## config.mk

```make
export PLATFORM = sky130hd
export DESIGN_NAME = ext_bus_seq
export DESIGN_NICKNAME = d
export VERILOG_FILES = /design/src/rtl/ebs_pkg.sv /design/src/rtl/ebs_ctrl.sv /design/src/rtl/ebs_datapath.sv /design/src/rtl/ext_bus_seq.sv
export SDC_FILE = /design/constraint.sdc
export NUM_CORES = 1
export LEC_CHECK = 0
export BUFFER_PORTS_ARGS = -buffer_cell sky130_fd_sc_hd__buf_2
export CAP_MARGIN = 5
export CELL_PAD_IN_SITES_DETAIL_PLACEMENT = 1
export CELL_PAD_IN_SITES_GLOBAL_PLACEMENT = 1
export CORE_MARGIN = 2
export CORE_UTILIZATION = 38
export CTS_BUF_LIST = sky130_fd_sc_hd__clkbuf_2
export CTS_CLUSTER_SIZE = 24
export DETAILED_ROUTE_END_ITERATION = 8
export GPL_TIMING_DRIVEN = 0
export PLACE_DENSITY = 0.95
export REMOVE_ABC_BUFFERS = 1
export SLEW_MARGIN = 10
export SYNTH_ARGS = -nofsm -noshare
export SYNTH_HDL_FRONTEND = slang
export SYNTH_SLANG_ARGS = --single-unit
```

## constraint.sdc

```tcl
create_clock -name clk -period 3.9 [get_ports clk]
set_input_delay 0.585 -clock clk [delete_from_list [all_inputs] [get_ports clk]]
set_output_delay 0.585 -clock clk [all_outputs]
set_load 0.02 [all_outputs]
```

## src/rtl/ebs_pkg.sv

```systemverilog
package ebs_pkg;

  typedef enum logic [2:0] {
    ST_IDLE,
    ST_ALIGN,
    ST_LEAD,
    ST_ACTIVE,
    ST_TRAIL
  } ebsState_t;

  // Strobes from control to datapath
  typedef struct packed {
    logic loadReq;    // latch request at lead entry
    logic captureRd;  // active phase ends this edge
    logic ackSet;     // trail phase ends this edge
    logic csOn;       // an access phase is running
    logic strobeOn;   // active phase is running
  } ebsStrobe_t;

endpackage

```

## src/rtl/ebs_ctrl.sv

```systemverilog
module ebs_ctrl
  import ebs_pkg::*;
#(
  parameter int CNT_W = 4
) (
  input  logic             clk,
  input  logic             rstN,
  input  logic [CNT_W-1:0] cfgLead,
  input  logic [CNT_W-1:0] cfgActive,
  input  logic [CNT_W-1:0] cfgTrail,
  input  logic             cfgDouble,
  input  logic             cfgHalfClk,
  input  logic             cfgReadyEn,
  input  logic             reqValid,
  input  logic             ackBusy,
  input  logic             readySeen,
  output ebsStrobe_t       strobe,
  output logic             clkDiv
);

  localparam int LEN_W = CNT_W + 1;

  function automatic logic [LEN_W-1:0] phaseLen(input logic [CNT_W-1:0] f, input logic dbl);
    logic [LEN_W-1:0] n;
    n = (f == '0) ? LEN_W'(1) : LEN_W'(f);
    return dbl ? (n << 1) : n;
  endfunction

  ebsState_t        state, stateNext;
  logic [LEN_W-1:0] cnt, cntNext;
  logic [LEN_W-1:0] leadLen, actLen, trailLen;

  assign leadLen  = phaseLen(cfgLead, cfgDouble);
  assign actLen   = phaseLen(cfgActive, 1'b0);
  assign trailLen = phaseLen(cfgTrail, cfgDouble);

  always_comb begin
    stateNext = state;
    cntNext   = cnt;
    case (state)
      ST_IDLE: begin
        if (reqValid && !ackBusy) begin
          if (cfgHalfClk && clkDiv) begin
            stateNext = ST_ALIGN;
          end else begin
            stateNext = ST_LEAD;
            cntNext   = leadLen - LEN_W'(1);
          end
        end
      end
      ST_ALIGN: begin
        stateNext = ST_LEAD;
        cntNext   = leadLen - LEN_W'(1);
      end
      ST_LEAD: begin
        if (cnt == '0) begin
          stateNext = ST_ACTIVE;
          cntNext   = actLen - LEN_W'(1);
        end else begin
          cntNext = cnt - LEN_W'(1);
        end
      end
      ST_ACTIVE: begin
        if (cnt != '0) begin
          cntNext = cnt - LEN_W'(1);
        end else if (!cfgReadyEn || readySeen) begin
          stateNext = ST_TRAIL;
          cntNext   = trailLen - LEN_W'(1);
        end
      end
      ST_TRAIL: begin
        if (cnt == '0) stateNext = ST_IDLE;
        else           cntNext   = cnt - LEN_W'(1);
      end
      default: stateNext = ST_IDLE;
    endcase
  end

  always_ff @(posedge clk) begin
    if (!rstN) begin
      state  <= ST_IDLE;
      cnt    <= '0;
      clkDiv <= 1'b0;
    end else begin
      state  <= stateNext;
      cnt    <= cntNext;
      clkDiv <= ~clkDiv;
    end
  end

  always_comb begin
    strobe.loadReq   = (stateNext == ST_LEAD) && (state != ST_LEAD);
    strobe.captureRd = (state == ST_ACTIVE) && (stateNext == ST_TRAIL);
    strobe.ackSet    = (state == ST_TRAIL) && (stateNext == ST_IDLE);
    strobe.csOn      = (state == ST_LEAD) || (state == ST_ACTIVE) || (state == ST_TRAIL);
    strobe.strobeOn  = (state == ST_ACTIVE);
  end

endmodule

```

## src/rtl/ebs_datapath.sv

```systemverilog
module ebs_datapath
  import ebs_pkg::*;
#(
  parameter int ADDR_W = 19,
  parameter int DATA_W = 16
) (
  input  logic              clk,
  input  logic              rstN,
  input  ebsStrobe_t        strobe,
  input  logic              cfgReadyAsync,
  input  logic              reqWrite,
  input  logic [ADDR_W-1:0] reqAddr,
  input  logic [DATA_W-1:0] reqWdata,
  input  logic [DATA_W-1:0] busDin,
  input  logic              busReady,
  output logic              readySeen,
  output logic              ack,
  output logic [DATA_W-1:0] rdata,
  output logic              busCsN,
  output logic [ADDR_W-1:0] busAddr,
  output logic              busRdN,
  output logic              busWeN,
  output logic              busRnW,
  output logic [DATA_W-1:0] busDout,
  output logic              busDoe
);

  logic              wrQ;
  logic              rdyQ1, rdyQ2;
  logic [ADDR_W-1:0] addrQ;
  logic [DATA_W-1:0] wdataQ, rdataQ;
  logic              ackQ;

  always_ff @(posedge clk) begin
    if (!rstN) begin
      wrQ    <= 1'b0;
      addrQ  <= '0;
      wdataQ <= '0;
      rdataQ <= '0;
      ackQ   <= 1'b0;
      rdyQ1  <= 1'b1;
      rdyQ2  <= 1'b1;
    end else begin
      rdyQ1 <= busReady;
      rdyQ2 <= rdyQ1;
      ackQ  <= strobe.ackSet;
      if (strobe.loadReq) begin
        wrQ    <= reqWrite;
        addrQ  <= reqAddr;
        wdataQ <= reqWdata;
      end
      if (strobe.captureRd && !wrQ) rdataQ <= busDin;
    end
  end

  assign readySeen = cfgReadyAsync ? rdyQ2 : rdyQ1;
  assign ack       = ackQ;
  assign rdata     = rdataQ;
  assign busAddr   = addrQ;
  assign busDout   = wdataQ;
  assign busCsN    = ~strobe.csOn;
  assign busRdN    = ~(strobe.strobeOn && !wrQ);
  assign busWeN    = ~(strobe.strobeOn && wrQ);
  assign busRnW    = ~(strobe.csOn && wrQ);
  assign busDoe    = strobe.csOn && wrQ;

endmodule

```

## src/rtl/ext_bus_seq.sv

```systemverilog
module ext_bus_seq
  import ebs_pkg::*;
#(
  parameter int CNT_W  = 4,
  parameter int ADDR_W = 19,
  parameter int DATA_W = 16
) (
  input  logic              clk,
  input  logic              rstN,
  input  logic [CNT_W-1:0]  cfgLead,
  input  logic [CNT_W-1:0]  cfgActive,
  input  logic [CNT_W-1:0]  cfgTrail,
  input  logic              cfgDouble,
  input  logic              cfgHalfClk,
  input  logic              cfgReadyEn,
  input  logic              cfgReadyAsync,
  input  logic              reqValid,
  input  logic              reqWrite,
  input  logic [ADDR_W-1:0] reqAddr,
  input  logic [DATA_W-1:0] reqWdata,
  output logic              ack,
  output logic [DATA_W-1:0] rdata,
  output logic              busClk,
  output logic              busCsN,
  output logic [ADDR_W-1:0] busAddr,
  output logic              busRdN,
  output logic              busWeN,
  output logic              busRnW,
  output logic [DATA_W-1:0] busDout,
  output logic              busDoe,
  input  logic [DATA_W-1:0] busDin,
  input  logic              busReady
);

  ebsStrobe_t strobe;
  logic       clkDiv;
  logic       readySeen;

  ebs_ctrl #(.CNT_W(CNT_W)) u_ctrl (
    .clk(clk), .rstN(rstN),
    .cfgLead(cfgLead), .cfgActive(cfgActive), .cfgTrail(cfgTrail),
    .cfgDouble(cfgDouble), .cfgHalfClk(cfgHalfClk), .cfgReadyEn(cfgReadyEn),
    .reqValid(reqValid), .ackBusy(ack), .readySeen(readySeen),
    .strobe(strobe), .clkDiv(clkDiv)
  );

  ebs_datapath #(.ADDR_W(ADDR_W), .DATA_W(DATA_W)) u_dp (
    .clk(clk), .rstN(rstN), .strobe(strobe), .cfgReadyAsync(cfgReadyAsync),
    .reqWrite(reqWrite), .reqAddr(reqAddr), .reqWdata(reqWdata),
    .busDin(busDin), .busReady(busReady), .readySeen(readySeen),
    .ack(ack), .rdata(rdata),
    .busCsN(busCsN), .busAddr(busAddr), .busRdN(busRdN), .busWeN(busWeN),
    .busRnW(busRnW), .busDout(busDout), .busDoe(busDoe)
  );

  assign busClk = cfgHalfClk ? clkDiv : clk;

endmodule

```

==> run metrics, run 1 <==
final hold viol count=0; pin count of the biggest net entering global routing=66; CTS buffer count=9; relative slew slack=0.370; CTS H-Tree Depth=3; Longest Clk Path Bufs=2; Skew-Pair Late Insertion Delay=0.49 ns; number of global-route vias before repair=2904; post-cts sizing count=0; main combinational cell family by area after synthesis=simple AND/OR/NAND/NOR gates; Setup TNS Final=0 ns; Critical path buffers and inverters=4; Crit path required time=3.31 ns; CP top delay family=buffers and inverters; final RePlAce weighted congestion=0.804; Rows=32; syn_area_per_cell=8.45 µm²; RSZ-0062 raised after global routing=no; Tightest Pin Transition=0.941 ns; GRT met2 Usage=0.348; crit path capture type=output port; Syn-to-layout area delta=26.9%; Post-synth top flop=dfxtp_1; Setup CP Type=clock port to output port; Setup WS pre-CTS=1.13 ns; Synth top area share=0.423; DP Wirelength=6170 µm; flops & latches, synth=64; cell with the most instances after synthesis=nand2_1; PD cells=416 nW/µm²; Synth Area in Simple Gates=0.242; CP dominant cell by count=clkbuf_2; Final nets=552; Reg clk slew, reported paths=0.22 ns; Final WS setup=0.638 ns; critical path fanouts, max=11; DRT antenna net count=0; complex-gate fraction of the synthesized area=0.199; CP Launch Type=clock port; I/O pin total=130; final setup fails=0; Die ar.=8690 µm²; Tot Pwr=1.60 mW; Synth area leaders=dfxtp_1 (42%), nand2_1 (11%), a21boi_0 (9.4%), mux2i_1 (6.3%), nor2b_1 (4.3%); Largest stage delay, worst path=0.22 ns; CTS tree=built; port bufs=129; Peak VDD IR=0.196 mV; max_cap viols=0; first-pass GRT wire length=13300 µm; via count=2881; remaining global-route overflow=0; Post-Synth Adder-Cell Area=0.0124; global-route track usage on met1=0.217; FFs w/ async S/R, synth=0; outcome=completed; endpoint arrival time on the critical path=2.68 ns; final setup skew=0.0296 ns; root buf cell=clkbuf_2; share of cells above drive strength 1=0.326; FF-to-FF setup slack=1.54 ns; Worst Hold Class=input pin to flop; Die W=93.2 µm; Commonest cells post-synth=nand2_1 (88), dfxtp_1 (64), a21boi_0 (38), nor2b_1 (21), mux2i_1 (19); EDFF count, synth=0; multiplexer area fraction after synthesis=0.0628; antenna violations before repair=0; grt peak-use layer=met2; final cell count without fillers=584; Post-Place Cells=568; GRT Util Overall=0.192; Pins Over Slew Limit=0; Post-CTS Setup Bufs=0; sequential area share after synthesis=0.423; Detailed Route Iter0 Violations=51; synth warn=0; # diodes=0; Syn Inst Count=358; met3 Track Usage GR=0.0629; drt first pass iters=5; final wirelength=8220 µm; DR vias/cell=4.93; Initial Utilization=0.392; fill count=1010; P_leak=1.72 nW; fraction of synthesized cell area in xor and xnor cells=0.0145; number of distinct library cells after synthesis=48; Slowest cell on crit path=clkbuf_2; Synth area leader=dfxtp_1; Wirelength per Cell=14.1 µm; cell area after synthesis=3030 µm²; CP Cell Sequence=clkbuf_2, clkbuf_2, inv_1, o21ai_0, buf_2; Hold Buf Count CTS=0; core footprint=7730 µm²; Die Y=93.2 µm; DRC Markers=0
power breakdown:
part / internal (mW) / switching (mW) / leakage [nW] / total (mW)
clock network: 0.159 / 0.281 / 0.0844 / 0.440
registers: 0.706 / 0.0442 / 0.524 / 0.750
logic: 0.163 / 0.247 / 1.12 / 0.409
stage by stage:
step / hold WS [ns] / util / area [µm²]
2_1_floorplan: 0.410 / - / 2930
3_3_place_gp: 0.423 / 0.479 / 3700
3_5_place_dp: 0.436 / 0.481 / 3720
4_1_cts: 0.201 / 0.497 / 3840
5_1_grt: 0.174 / 0.497 / 3840
6_report: 0.256 / 0.497 / 3840
placed cells by master (no fill, tap or decap), types with 2 or more instances in the layout:
cell type,Yosys,final
buf_2,6,129
dfxtp_1,64,64
xnor2_1,3,3
a211oi_1,2,2
nor2_1,13,13
a21boi_0,38,38
clkbuf_2,0,9
and2_1,2,2
o31ai_1,3,3
a21oi_1,10,10
nor3_4,1,2
o21ai_0,12,12
mux2i_1,19,19
o22ai_1,4,4
inv_6,0,3
ha_1,3,3
a31oi_1,4,4
nor2b_1,21,21
nand2b_1,4,4
or3_1,4,3
nand2_1,88,88
xor2_1,2,2
nor3_1,3,3
inv_1,10,10
and3_1,2,2
o21a_1,3,3
layout make-up:
type | count | area, µm² | area share
Sequential cell | 64 | 1280 | 0.334
Timing Repair Buffer | 129 | 656 | 0.171
Clock buffer | 10 | 50.0 | 0.0130
Multi-Input combinational cell | 262 | 1610 | 0.420
Clock inverter | 8 | 78.8 | 0.0205
Inverter | 9 | 33.8 | 0.00879
Tap cell | 102 | 128 | 0.0332
metal layers:
layer | wire [µm] | part of all wire
met3 | 479 | 0.058
met5 | 0 | 0
met4 | 80 | 0.0097
met2 | 4230 | 0.51
met1 | 3430 | 0.42
cell families after synthesis:
| kind of cell | count (synthesis) |
|---|---|
| flops | 64 |
| xor+xnor | 5 |
| mux | 19 |
| buf+inv | 32 |
| fa+ha+maj | 3 |
| compound gates | 86 |
| simple gates | 149 |
flip-flops by register name, indices dropped and copies added, names as in the netlist:
name,count
u_ctrl.clkDiv,1
u_ctrl.cnt,5
u_ctrl.state,3
u_dp.ack,1
u_dp.busAddr,19
u_dp.busDout,16
u_dp.rdata,16
u_dp.rdyQ1,1
u_dp.rdyQ2,1
u_dp.wrQ,1
worst reg2reg max path: stages, from the launching register on:
cell,delay [ns]
dfxtp_1,0.66
and3b_4,0.36
nand2b_4,0.08
nor3_4,0.78
mux2i_1,0.32
nor2b_1,0.07
path summary, 6_finish.rpt:
path,depth (start not counted),start,end
setup / recovery,5,clk,busClk
hold / removal,2,busReady,u_dp.rdyQ1
setup reg to reg,5,u_ctrl.state[1],u_dp.rdata[1]
hold reg to reg,1,u_ctrl.clkDiv,u_ctrl.clkDiv
Power figures use the tool's default switching activity.
==> run 2: changes to the inputs <==
--- a/config.mk
+++ b/config.mk
@@ -5,17 +5,18 @@
 export SDC_FILE = /design/constraint.sdc
 export NUM_CORES = 1
 export LEC_CHECK = 0
+export ABC_AREA = 1
 export BUFFER_PORTS_ARGS = -buffer_cell sky130_fd_sc_hd__buf_2
 export CAP_MARGIN = 5
 export CELL_PAD_IN_SITES_DETAIL_PLACEMENT = 1
 export CELL_PAD_IN_SITES_GLOBAL_PLACEMENT = 1
 export CORE_MARGIN = 2
-export CORE_UTILIZATION = 38
+export CORE_UTILIZATION = 30
 export CTS_BUF_LIST = sky130_fd_sc_hd__clkbuf_2
 export CTS_CLUSTER_SIZE = 24
 export DETAILED_ROUTE_END_ITERATION = 8
 export GPL_TIMING_DRIVEN = 0
-export PLACE_DENSITY = 0.95
+export PLACE_DENSITY = 0.86
 export REMOVE_ABC_BUFFERS = 1
 export SLEW_MARGIN = 10
 export SYNTH_ARGS = -nofsm -noshare
==> constraint.sdc (replaced) <==
create_clock -name clk -period 3 [get_ports clk]
set_input_delay 0.45 -clock clk [delete_from_list [all_inputs] [get_ports clk]]
set_output_delay 0.45 -clock clk [all_outputs]
set_load 0.02 [all_outputs]
==> run metrics, run 2 <==
outcome=completed; Skew-Pair Late Insertion Delay=0.49 ns; flops & latches, synth=64; Logic pwr share=0.298; final hold viol count=0; Hold Path Sink=u_dp.rdyQ1; multi-input gate area in the final layout=1320 µm²; I/O pin total=130; GRT Util Overall=0.171; Worst Hold Class=input pin to flop; synth warn=0; number of distinct library cells after synthesis=30; Slowest cell on crit path=clkbuf_2; CTS tree=built; drt first pass iters=4; NetSw=0.784 mW; Tightest Pin Transition=0.877 ns; CP Launch Type=clock port; internal power=1.26 mW; syn_area_per_cell=7.07 µm²; cell area after synthesis=2880 µm²; Initial Utilization=0.310; hold path depth=2; design area=3670 µm²; remaining global-route overflow=0; Setup CP Type=clock port to output port; RSZ-0062 raised after global routing=no; Sw Share=0.384; Die Y=102 µm; Wirelength per Cell=13.1 µm; Die W=102 µm; max reg flops=19; Post-CTS Setup Bufs=0; EDFF count, synth=0; sequential area share after synthesis=0.445; crit path capture type=output port; Die ar.=10400 µm²; Synth area leader=dfxtp_1; DR vias/cell=4.56; reg2reg path depth=7; final setup skew=0.0338 ns; first-pass GRT wire length=14100 µm; final core utilization=0.396; final cell count without fillers=663; hold_ws=0.125 ns; CTS H-Tree Depth=3; fill count=1267; Hold Buf Count CTS=0; Synth area leaders=dfxtp_1 (45%), nor2_1 (11%), o21ai_0 (8.9%), nand2_1 (7.0%), a21oi_1 (5.4%); final setup fails=0; Commonest cells post-synth=nor2_1 (84), dfxtp_1 (64), nand2_1 (54), o21ai_0 (51), inv_1 (40); Worst Hold Launch=busReady; Peak VDD IR=0.271 mV; CP Cell Sequence=clkbuf_2, clkbuf_2, inv_1, o21ai_0, buf_2; Detailed Route Iter0 Violations=73; most frequent cells in the layout=buf_2 (129), nor2_1 (84), dfxtp_1 (64), nand2_1 (54), o21ai_0 (51); Largest stage delay, worst path=0.21 ns; cell with the most instances after synthesis=nor2_1; Final nets=604; Seq. cell area=1280 µm²; core footprint=9280 µm²; Reg clk slew, reported paths=0.20 ns; Pins Over Slew Limit=0; DRC Markers=0; Syn Inst Count=407; endpoint arrival time on the critical path=2.22 ns; placed inst area=3580 µm²; Rows=35; final wirelength=8680 µm; final RePlAce weighted congestion=0.862; Crit path required time=2.55 ns; critical path fanouts, max=8; antenna violations before repair=0; Longest Clk Path Bufs=2; # diodes=0; root buf cell=clkbuf_2; CTS buffer count=9; Post-Place Cells=647; max_cap viols=0; relative slew slack=0.415; via count=3020; CP dominant cell by count=clkbuf_2; pin count of the biggest net entering global routing=57; FF-to-FF Start=u_ctrl.clkDiv; commonest non-fill, non-tap cell in the layout=buf_2; post-cts sizing count=1; port bufs=129; PD cells=555 nW/µm²; Synth top area share=0.445; FF-to-FF setup slack=0.79 ns; Clock power frac=0.219; Syn-to-layout area delta=27.7%; Post-synth top flop=dfxtp_1; FFs w/ async S/R, synth=0; P_leak=1.79 nW; DP Wirelength=6590 µm; DRT antenna net count=0; number of global-route vias before repair=3181; worst flop-to-flop path endpoint=u_ctrl.state[1]; Flop pwr share=0.484; share of cells above drive strength 1=0.311
==> run 2: kinds of logic (layout without fill, tap and decap cells) <==
family                     after synthesis  in the layout  share of synthesized area
AOI/OAI and AO/OA                      103            103                      0.186
xor gates and xnor gates                 5              5                     0.0152
and+or+nand+nor                        167            167                      0.244
DFF                                     64             64                      0.445
buffers and inverters                   65            192                     0.0970
adders and majority gates                3              3                     0.0131
==> run 2: layout make-up <==
cell class / instances / area share
Clock buffer: 11 / 0.0150
Clock inverter: 7 / 0.0106
Inverter: 46 / 0.0474
Multi-Input combinational cell: 278 / 0.360
Sequential cell: 64 / 0.349
Tap cell: 129 / 0.0440
Timing Repair Buffer: 128 / 0.174
==> run 2: worst max-delay path by stage <==
stage                     cells after the start  slack (ns)           from         endpoint
after CTS                                     7        0.05  u_ctrl.clkDiv  u_ctrl.state[1]
after floorplan                               8        0.57       reqValid  u_ctrl.state[1]
after detailed placement                      9       -0.71       reqValid  u_ctrl.state[1]
after global routing                          5        0.25            clk           busClk
after global placement                        9       -0.70       reqValid  u_ctrl.state[1]
final                                         5        0.33            clk           busClk
==> run 2: per-stage QoR <==
stage / setup TNS [ns] / total power, mW / setup slack (ns)
after floorplan: 0 / 1.40 / 0.572
after global placement: -20.86 / 1.61 / -0.702
after detailed placement: -21.61 / 1.64 / -0.708
after CTS: 0 / 2.07 / 0.0492
after global routing: 0 / 2.20 / 0.253
final: 0 / 2.04 / 0.326
==> run 2: metal layers <==
| layer | track usage | wire length [µm] | vias to the layer above | share of wire |
|---|---|---|---|---|
| met2 | 0.301 | 4350 | 95 | 0.50 |
| met5 | 0 | 0 | - | 0 |
| li1 | - | - | 1542 | - |
| met3 | 0.0636 | 699 | 12 | 0.081 |
| met4 | 0.0800 | 155 | 0 | 0.018 |
| met1 | 0.181 | 3480 | 1371 | 0.40 |
==> run 2: power groups by stage <==
stage | Clock, mW | Sequential [mW] | Combinational [mW]
6_report | 0.446 | 0.986 | 0.607
5_1_grt | 0.512 | 0.998 | 0.687
4_1_cts | 0.472 | 0.987 | 0.614
3_5_place_dp | 0.0211 | 1.00 | 0.615
3_3_place_gp | 0.0211 | 0.998 | 0.594
2_1_floorplan | 0.0156 | 1.08 | 0.308
==> run 2: worst max-delay path: cells and delay by family <==
| family | cells | cell delay [ns] |
|---|---|---|
| AOI/OAI and AO/OA | 1 | 0.08 |
| buffers and inverters | 4 | 0.64 |
==> run 3: changes to the inputs <==
--- a/config.mk
+++ b/config.mk
@@ -17,6 +17,7 @@
 export DETAILED_ROUTE_END_ITERATION = 8
 export GPL_TIMING_DRIVEN = 0
 export PLACE_DENSITY = 0.86
+export RECOVER_POWER = 25
 export REMOVE_ABC_BUFFERS = 1
 export SLEW_MARGIN = 10
 export SYNTH_ARGS = -nofsm -noshare
==> run metrics, run 3 (synthesis gave the netlist of run 2 again) <==
core footprint=9280 µm²; Routed met1 length=3460 µm; Crit path required time=2.55 ns; top layer in use=met4; Slowest cell on crit path=clkbuf_2; Setup WS pre-CTS=-0.708 ns; Wirelength per Cell=13.1 µm; antenna violations before repair=0; drt first pass iters=4; Critical path buffers and inverters=4; Die Y=102 µm; DR vias/cell=4.56; via count=3026; DP Wirelength=6590 µm; CP top delay family=buffers and inverters; Post-Place Cells=647; GRT Util Overall=0.171; port bufs=129; final setup fails=0; Skew-Pair Late Insertion Delay=0.49 ns; final RePlAce weighted congestion=0.862; final hold viol count=0; Setup TNS Final=0 ns; max reg flops=19; Detailed Route Iter0 Violations=72; Peak VDD IR=0.270 mV; Initial Utilization=0.310; CTS H-Tree Depth=3; # diodes=0; endpoint arrival time on the critical path=2.22 ns; I/O pin total=130; total length of routed met3 wires=684 µm; final setup skew=0.0314 ns; CP Launch Type=clock port; Reg clk slew, reported paths=0.20 ns; max_cap viols=1; DRT antenna net count=0; Die W=102 µm; CP Cell Sequence=clkbuf_2, clkbuf_2, inv_1, o21ai_0, buf_2; Final nets=604; Worst Hold Class=input pin to flop; final wirelength=8680 µm; commonest non-fill, non-tap cell in the layout=buf_2; CTS tree=built; Rows=35; Pins Over Slew Limit=57; number of global-route vias before repair=3181; Die ar.=10400 µm²; CP dominant cell by count=clkbuf_2; first-pass GRT wire length=14100 µm; most frequent cells in the layout=buf_2 (101), nor2_1 (84), dfxtp_1 (64), nand2_1 (54), o21ai_0 (51); root buf cell=clkbuf_2; CTS buffer count=9; crit path capture type=output port; DR WL met2=4350 µm; P_leak=1.69 nW; pin count of the biggest net entering global routing=57; final core utilization=0.392; RSZ-0062 raised after global routing=no; PD cells=558 nW/µm²; Longest Clk Path Bufs=2; DRC Markers=0; Largest stage delay, worst path=0.21 ns; remaining global-route overflow=0; Final WS setup=0.325 ns; Syn-to-layout area delta=26.4%; outcome=complete, but fails checks; Tightest Pin Transition=2.06 ns; Setup CP Type=clock port to output port; relative slew slack=-0.372; failing checks=capacitance limit, slew limit; critical path fanouts, max=8; share of cells above drive strength 1=0.257; final cell count without fillers=663
==> run 3: cell count changes in the layout (fill, tap and decap cells not counted) <==
cell,before,now
buf_2,129,101
inv_1,40,41
clkbuf_1,0,28
inv_2,6,5
==> run 3: worst reg2reg max path: stages (launching register included) <==
cell	delay [ns]
dfxtp_1	0.36
nand2_1	0.08
nand2_1	0.13
nand2_1	0.08
nand3_2	0.48
clkinv_2	0.62
nor3_1	0.33
nor2_1	0.06
==> run 3: final timing paths <==
kind	depth (start not counted)	startpoint	end	slack (ns)
min	2	busReady	u_dp.rdyQ1	0.13
min reg2reg	1	u_ctrl.clkDiv	u_ctrl.clkDiv	0.43
max	5	clk	busClk	0.33
max reg2reg	7	u_ctrl.clkDiv	u_ctrl.state[1]	0.78
==> run 3: layer usage <==
layer	GRT usage	vias up
met5	0	-
li1	-	1542
met2	0.301	96
met3	0.0636	14
met1	0.181	1374
met4	0.0800	0
==> run 3: report_power, final <==
part	total, mW	internal [mW]	switching (mW)	leakage, nW
Clock	0.446	0.114	0.332	0.0687
Sequential	0.987	0.936	0.0507	0.526
Combinational	0.596	0.195	0.401	1.09
Total	2.03	1.24	0.784	1.69
==> run 3: per-stage QoR <==
stage / cell area (µm²) / hold WS [ns] / total power [mW]
floorplan: 2770 / 0.392 / 1.40
global placement: 3580 / 0.406 / 1.61
detailed placement: 3580 / 0.410 / 1.64
CTS: 3670 / 0.0761 / 2.07
global route: 3640 / 0.0746 / 2.19
finish: 3640 / 0.127 / 2.03
==> run 3: timing repair <==
action,4_1_cts,5_1_grt
buffers inserted,0,0
gates resized for setup,1,0
setup endpoints to repair,36,0
endpoints found under the hold margin,0,0
hold buffers,0,0
==> run 3: area by class of cell <==
type / instances / area [µm²]
Fill cell: 1275 / 5650
Multi-Input combinational cell: 278 / 1320
Sequential cell: 64 / 1280
Timing Repair Buffer: 128 / 606
Inverter: 46 / 174
Tap cell: 129 / 161
Clock buffer: 11 / 55.1
Clock inverter: 7 / 38.8
